$ cat config.mk
export PLATFORM = sky130hd
export DESIGN_NAME = i2c_pec_seq
export DESIGN_NICKNAME = d
export VERILOG_FILES = /design/src/rtl/pec_seq_pkg.sv /design/src/rtl/pec_crc_unit.sv /design/src/rtl/pec_tx_seq.sv /design/src/rtl/pec_rx_seq.sv /design/src/rtl/i2c_pec_seq.sv
export SDC_FILE = /design/constraint.sdc
export NUM_CORES = 1
export LEC_CHECK = 0
export BUFFER_PORTS_ARGS = -buffer_cell sky130_fd_sc_hd__buf_2
export CAP_MARGIN = 20
export CELL_PAD_IN_SITES_DETAIL_PLACEMENT = 0
export CELL_PAD_IN_SITES_GLOBAL_PLACEMENT = 2
export CORE_ASPECT_RATIO = 1.75
export CORE_MARGIN = 5
export CORE_UTILIZATION = 30
export CTS_BUF_LIST = sky130_fd_sc_hd__clkbuf_8
export DETAILED_ROUTE_END_ITERATION = 6
export HOLD_SLACK_MARGIN = 0.12
export PLACE_DENSITY_LB_ADDON = 0.1
export SETUP_SLACK_MARGIN = 0.05
export SYNTH_ARGS = -nofsm -noshare
export SYNTH_HDL_FRONTEND = slang
export SYNTH_SLANG_ARGS = --single-unit
$ cat constraint.sdc
create_clock -name clk_i -period 1.85 [get_ports clk_i]
set_clock_uncertainty 0.05 [all_clocks]
set_input_delay 0.37 -clock clk_i [delete_from_list [all_inputs] [get_ports clk_i]]
set_output_delay 0.37 -clock clk_i [all_outputs]
set_load 0.005 [all_outputs]
$ cat src/rtl/pec_seq_pkg.sv
package pec_seq_pkg;
  localparam int unsigned BYTE_W = 8;
  typedef logic [BYTE_W-1:0] byte_t;

  // one byte through an MSB-first CRC, whole byte folded in at once
  function automatic byte_t crc_step(byte_t crc, byte_t data, byte_t poly);
    byte_t c;
    c = crc ^ data;
    for (int i = 0; i < BYTE_W; i++) begin
      c = c[BYTE_W-1] ? byte_t'((c << 1) ^ poly) : byte_t'(c << 1);
    end
    return c;
  endfunction
endpackage

$ cat src/rtl/pec_crc_unit.sv
module pec_crc_unit
  import pec_seq_pkg::*;
#(
  parameter byte_t POLY = 8'h07,
  parameter byte_t INIT = 8'h00
) (
  input  logic  clk_i,
  input  logic  rst_ni,
  input  logic  clr_i,
  input  logic  upd_i,
  input  byte_t data_i,
  input  logic  arb_lost_i,
  output byte_t crc_o,
  output logic  valid_o
);
  byte_t crc_q;
  logic  valid_q;

  always_ff @(posedge clk_i or negedge rst_ni) begin
    if (!rst_ni)    crc_q <= INIT;
    else if (clr_i) crc_q <= INIT;
    else if (upd_i) crc_q <= crc_step(crc_q, data_i, POLY);
  end

  always_ff @(posedge clk_i or negedge rst_ni) begin
    if (!rst_ni)         valid_q <= 1'b1;
    else if (clr_i)      valid_q <= 1'b1;
    else if (arb_lost_i) valid_q <= 1'b0;
  end

  assign crc_o   = crc_q;
  assign valid_o = valid_q;

  a_r2_clear_to_init: assert property (@(posedge clk_i) disable iff (!rst_ni)
    clr_i |=> crc_q == INIT);
  a_r1_hold_when_idle: assert property (@(posedge clk_i) disable iff (!rst_ni)
    (!clr_i && !upd_i) |=> $stable(crc_q));
  a_r9_arb_invalidates: assert property (@(posedge clk_i) disable iff (!rst_ni)
    (arb_lost_i && !clr_i) |=> !valid_q);
endmodule

$ cat src/rtl/pec_tx_seq.sv
module pec_tx_seq (
  input  logic clk_i,
  input  logic rst_ni,
  input  logic start_i,
  input  logic arm_i,
  input  logic byte_done_i,
  output logic sel_o
);
  logic pend_q, sel_q;

  always_ff @(posedge clk_i or negedge rst_ni) begin
    if (!rst_ni)          pend_q <= 1'b0;
    else if (start_i)     pend_q <= 1'b0;
    else if (arm_i)       pend_q <= 1'b1;
    else if (byte_done_i) pend_q <= 1'b0;
  end

  // pulse after the last data byte completes
  always_ff @(posedge clk_i or negedge rst_ni) begin
    if (!rst_ni) sel_q <= 1'b0;
    else         sel_q <= byte_done_i & pend_q & ~start_i;
  end

  assign sel_o = sel_q;

  a_r3_sel_follows_byte: assert property (@(posedge clk_i) disable iff (!rst_ni)
    sel_q |-> $past(byte_done_i));
  a_r4_sel_needs_arm: assert property (@(posedge clk_i) disable iff (!rst_ni)
    sel_q |-> $past(pend_q));
endmodule

$ cat src/rtl/pec_rx_seq.sv
module pec_rx_seq
  import pec_seq_pkg::*;
(
  input  logic  clk_i,
  input  logic  rst_ni,
  input  logic  start_i,
  input  logic  arm_i,
  input  logic  chk_en_i,
  input  logic  master_i,
  input  logic  rx_mode_i,
  input  logic  dma_en_i,
  input  logic  byte_done_i,
  input  byte_t byte_i,
  input  byte_t crc_i,
  input  logic  err_clr_i,
  output logic  nack_o,
  output logic  req_o,
  output logic  err_o
);
  logic armed_q, chk_q, req_q, err_q;
  logic err_set;

  always_ff @(posedge clk_i or negedge rst_ni) begin
    if (!rst_ni) begin
      armed_q <= 1'b0;
      chk_q   <= 1'b0;
    end else if (start_i) begin
      armed_q <= 1'b0;
      chk_q   <= 1'b0;
    end else if (arm_i) begin
      armed_q <= 1'b1;
      chk_q   <= chk_en_i;
    end else if (byte_done_i) begin
      armed_q <= 1'b0;
    end
  end

  assign err_set = byte_done_i & armed_q & chk_q & (byte_i != crc_i);

  always_ff @(posedge clk_i or negedge rst_ni) begin
    if (!rst_ni) begin
      err_q <= 1'b0;
      req_q <= 1'b0;
    end else begin
      err_q <= err_set | (err_q & ~err_clr_i);
      req_q <= byte_done_i & rx_mode_i & dma_en_i;
    end
  end

  assign nack_o = armed_q & master_i;
  assign req_o  = req_q;
  assign err_o  = err_q;

  a_r7_err_sticky: assert property (@(posedge clk_i) disable iff (!rst_ni)
    (err_q && !err_clr_i) |=> err_q);
  a_r6_err_source: assert property (@(posedge clk_i) disable iff (!rst_ni)
    $rose(err_q) |-> $past(armed_q && chk_q && byte_done_i));
  a_r8_req_after_rx_byte: assert property (@(posedge clk_i) disable iff (!rst_ni)
    req_q |-> $past(byte_done_i && rx_mode_i));
  a_r5_nack_clears: assert property (@(posedge clk_i) disable iff (!rst_ni)
    (armed_q && byte_done_i && !arm_i) |=> !nack_o);
endmodule

$ cat src/rtl/i2c_pec_seq.sv
module i2c_pec_seq
  import pec_seq_pkg::*;
#(
  parameter byte_t POLY = 8'h07,
  parameter byte_t INIT = 8'h00
) (
  input  logic       clk_i,
  input  logic       rst_ni,
  input  logic       dma_en_i,
  input  logic       pec_en_i,
  input  logic       last_i,
  input  logic       master_i,
  input  logic       mode_tx_i,
  input  logic       start_i,
  input  logic       pec_clr_i,
  input  logic       arb_lost_i,
  input  logic       dma_eot_i,
  input  logic       dma_eot1_i,
  input  logic       byte_done_i,
  input  logic [7:0] byte_i,
  input  logic       pec_err_clr_i,
  output logic [7:0] pec_o,
  output logic       pec_valid_o,
  output logic       tx_pec_select_o,
  output logic       nack_o,
  output logic       rx_dma_req_o,
  output logic       pec_err_o
);
  byte_t crc;
  logic  tx_arm, rx_arm;

  assign tx_arm = mode_tx_i & dma_en_i & pec_en_i & last_i & dma_eot_i;
  assign rx_arm = ~mode_tx_i & dma_en_i & last_i & dma_eot1_i;

  pec_crc_unit #(.POLY(POLY), .INIT(INIT)) u_crc (
    .clk_i      (clk_i),
    .rst_ni     (rst_ni),
    .clr_i      (start_i | pec_clr_i),
    .upd_i      (byte_done_i & pec_en_i),
    .data_i     (byte_i),
    .arb_lost_i (arb_lost_i),
    .crc_o      (crc),
    .valid_o    (pec_valid_o)
  );

  pec_tx_seq u_tx (
    .clk_i       (clk_i),
    .rst_ni      (rst_ni),
    .start_i     (start_i),
    .arm_i       (tx_arm),
    .byte_done_i (byte_done_i),
    .sel_o       (tx_pec_select_o)
  );

  pec_rx_seq u_rx (
    .clk_i       (clk_i),
    .rst_ni      (rst_ni),
    .start_i     (start_i),
    .arm_i       (rx_arm),
    .chk_en_i    (pec_en_i),
    .master_i    (master_i),
    .rx_mode_i   (~mode_tx_i),
    .dma_en_i    (dma_en_i),
    .byte_done_i (byte_done_i),
    .byte_i      (byte_i),
    .crc_i       (crc),
    .err_clr_i   (pec_err_clr_i),
    .nack_o      (nack_o),
    .req_o       (rx_dma_req_o),
    .err_o       (pec_err_o)
  );

  assign pec_o = crc;
endmodule

==> results.sh <==
export IMPL_status="finished clean"
export IMPL_synth_top_area_share_pct=37.2
export IMPL_seq_power_share_pct=41.3
export IMPL_p_per_area_nw_per_um2=668
export IMPL_instances_no_fill=170
export IMPL_dieArea_um2=4400
export IMPL_synth_most_common_cell="dfrtp_1"
export IMPL_peakVddDrop_uv=368
export IMPL_gp_congestion=0.734
export IMPL_wirelength_mm=2.29
export IMPL_final_seq_area_um2=378
export IMPL_die_x_um=52.3
export IMPL_cts_tree="done"
export IMPL_synth_top_flop_cell="dfrtp_1"
export IMPL_num_antenna_cells=0
export IMPL_yosysWarnings=0
export IMPL_port_buffers=34
export IMPL_p_leak_nw=0.653
export IMPL_dp_hpwl_mm=1.84
export IMPL_critPathKind="reg2reg"
export IMPL_fp_row_count=27
export IMPL_rrSetupSlack_ns=0.11
export IMPL_post_synth_cell_area_avg_um2=11.1
export IMPL_fin_ws_ns=0.106
export IMPL_clk_pin_slew_ns=0.07
export IMPL_clockBufferDepth=2
export IMPL_period_needed_ns=1.74
export IMPL_synth_edf_count=0
export IMPL_relSlewSlack_pct=74.6
export IMPL_p_int_mw=0.622
export IMPL_worst_pin_slew_ns=0.382
export IMPL_drv_cap=0
export IMPL_drive_gt1_share_pct=40.2
export IMPL_hold_viol=0
export IMPL_r2r_end="u_crc.crc_o[2]"
export IMPL_grt_antenna_before_repair=0
export IMPL_min_period_over_period_pct=94.3
export IMPL_synthCells=85
export IMPL_reg2reg_depth=4
export IMPL_crit_fanout=5
export IMPL_reg2reg_from="u_crc.crc_o[1]"
export IMPL_drv_slew=0
export IMPL_ys_types=26
export IMPL_ys_seq_area_share_pct=40.0
export IMPL_dp_slack_ns=0.0862
export IMPL_clockPowerShare_pct=32.0
export IMPL_grt_pass1_vias=862
export IMPL_netSwitchingFraction_pct=26.1
export IMPL_syn_area_um2=941
export IMPL_worstSetupStartpointType="flip-flop"
export IMPL_synth_largest_area_cell="dfrtp_1"
export IMPL_grt_overflow_total=0
export IMPL_clockRootBuffer="clkbuf_8"
export IMPL_crit_arrival_ns=1.87
export IMPL_clock_sinks=15
export IMPL_synth_net_count=110
export IMPL_die_h_um=84.1
export IMPL_grt_pass1_wl_mm=3.89
export IMPL_wl_per_cell_um=13.5
export IMPL_syn_to_final_growth_pct=34.0
export IMPL_synthArstFlopShare_pct=100
export IMPL_placedCellCount=164
export IMPL_rsz0062_at_grt="no"
export IMPL_ctsHtreeMaxLevel=1
export IMPL_hp_start="arb_lost_i"
export IMPL_boundaryPins=35
export IMPL_setup_tns_ns=0
export IMPL_synth_seq_cells=15
export IMPL_min_path_cells=2
export IMPL_grt_max_degree=16
export IMPL_dr_total_vias=766
export IMPL_drc=0
export IMPL_fmax_mhz=574
export IMPL_grt_total_usage_pct=11.9
export IMPL_cp_required_ns=1.98
export IMPL_setup_viol=0
export IMPL_post_route_util_pct=41.0
export IMPL_vias_per_cell=4.51
export IMPL_switchingPower_mw=0.220
export IMPL_worstSkewPairLatency_ns=0.25
export IMPL_detail_route_antenna_nets=0
export IMPL_ys_top_cells_by_count="dfrtp_1, nand2_1, xnor2_1, a21oi_1"
export IMPL_first_pass_iters=2
export IMPL_start_util_pct=30.6
export IMPL_synthTopCellsByArea="dfrtp_1, xnor2_1, xnor3_1, xor3_1, nand2_1"
export IMPL_multiInputGateArea_um2=554
export IMPL_hold_path_class="in2reg"
export IMPL_coreArea_um2=3070
export IMPL_fin_nets=153
export IMPL_crit_path_end_kind="flip-flop"
export IMPL_p_comb_share_pct=26.7
export IMPL_hold_path_end="u_crc.valid_o"
export IMPL_fillers=327
export IMPL_cts_inserted_buffers=3
export IMPL_first_iter_violations=3
placed cells by master, fill, tap and decap left out, types with 2 or more instances in the layout:
cell	n
xor3_1	2
or3_1	3
xnor2_1	9
buf_4	5
xnor3_1	3
dfrtp_1	13
inv_1	3
clkbuf_8	3
ha_1	3
buf_2	34
nor2_1	4
nand2_1	12
mux2i_1	3
and2_1	2
nor3b_1	2
a21oi_1	5
o21ai_0	4
xnor2_2	2
metrics by stage:
step           cell area, µm²  power (mW)  hold slack [ns]
3_5_place_dp             1190       0.576            0.271
2_1_floorplan             941       0.495           0.0244
6_report                 1260       0.842            0.225
4_1_cts                  1240       0.857            0.221
5_1_grt                  1260       0.908            0.222
3_3_place_gp             1190       0.574            0.266
cells by family (layout without fill, tap and decap cells):
kind of cell,count (synthesis),after routing,synth area share [%]
simple gates,28,28,14.9
xor+xnor,18,18,27.9
flops,15,15,40.0
compound gates,13,13,7.98
buf+inv,5,47,1.99
fa+ha+maj,3,3,3.99
mux,3,3,3.19
power by group through the flow:
stage / Sequential (mW) / Combinational, mW / Clock, mW
final: 0.348 / 0.225 / 0.269
after global routing: 0.350 / 0.250 / 0.308
after global placement: 0.354 / 0.220 / 0
after floorplan: 0.354 / 0.141 / 0
after detailed placement: 0.354 / 0.222 / 0
after CTS: 0.348 / 0.225 / 0.284
timing repair:
item / 4_1_cts / 5_1_grt
resized for setup: 0 / 3
hold buffers: 1 / 0
setup buffers: 0 / 1
endpoints found under the setup margin: 0 / 1
hold endpoints to repair: 14 / 0
routing by layer:
metal | vias up | share of wire, % | track usage (%)
li1 | 376 | - | -
met1 | 367 | 38 | 12.4
met2 | 21 | 56 | 22.1
met3 | 2 | 5.2 | 2.33
met4 | 0 | 1.2 | 4.19
met5 | - | 0 | 0
how the worst max path moves through the flow:
stage	startpoint	to	slack, ns
2_1_floorplan	u_crc.crc_o[3]	u_crc.crc_o[3]	0.21
3_3_place_gp	byte_i[6]	u_crc.crc_o[2]	0.11
3_5_place_dp	byte_i[6]	u_crc.crc_o[2]	0.09
4_1_cts	u_crc.crc_o[6]	u_crc.crc_o[2]	0.16
5_1_grt	u_crc.crc_o[1]	u_crc.crc_o[2]	0.05
6_report	u_crc.crc_o[1]	u_crc.crc_o[2]	0.11
worst max-delay path: stages (launching register included):
cell,delay [ns]
dfrtp_2,0.44
xor3_1,0.35
xnor3_1,0.37
or3_4,0.34
a21oi_2,0.13
flip-flops by register name, summed over array words and instances (netlist names):
name	flops
u_rx.req_o	1
u_rx.err_o	1
u_tx.sel_o	1
u_crc.crc_o	8
u_rx.armed_q	1
u_tx.pend_q	1
u_crc.valid_o	1
u_rx.chk_q	1
layout make-up:
class / instances / area share (%)
Multi-Input combinational cell: 65 / 43.9
Sequential cell: 15 / 30.0
Timing Repair Buffer: 40 / 17.3
Tap cell: 43 / 4.27
Clock buffer: 3 / 3.27
Inverter: 3 / 0.893
Clock inverter: 1 / 0.397
No activity file was read; power rests on OpenSTA's default activity.
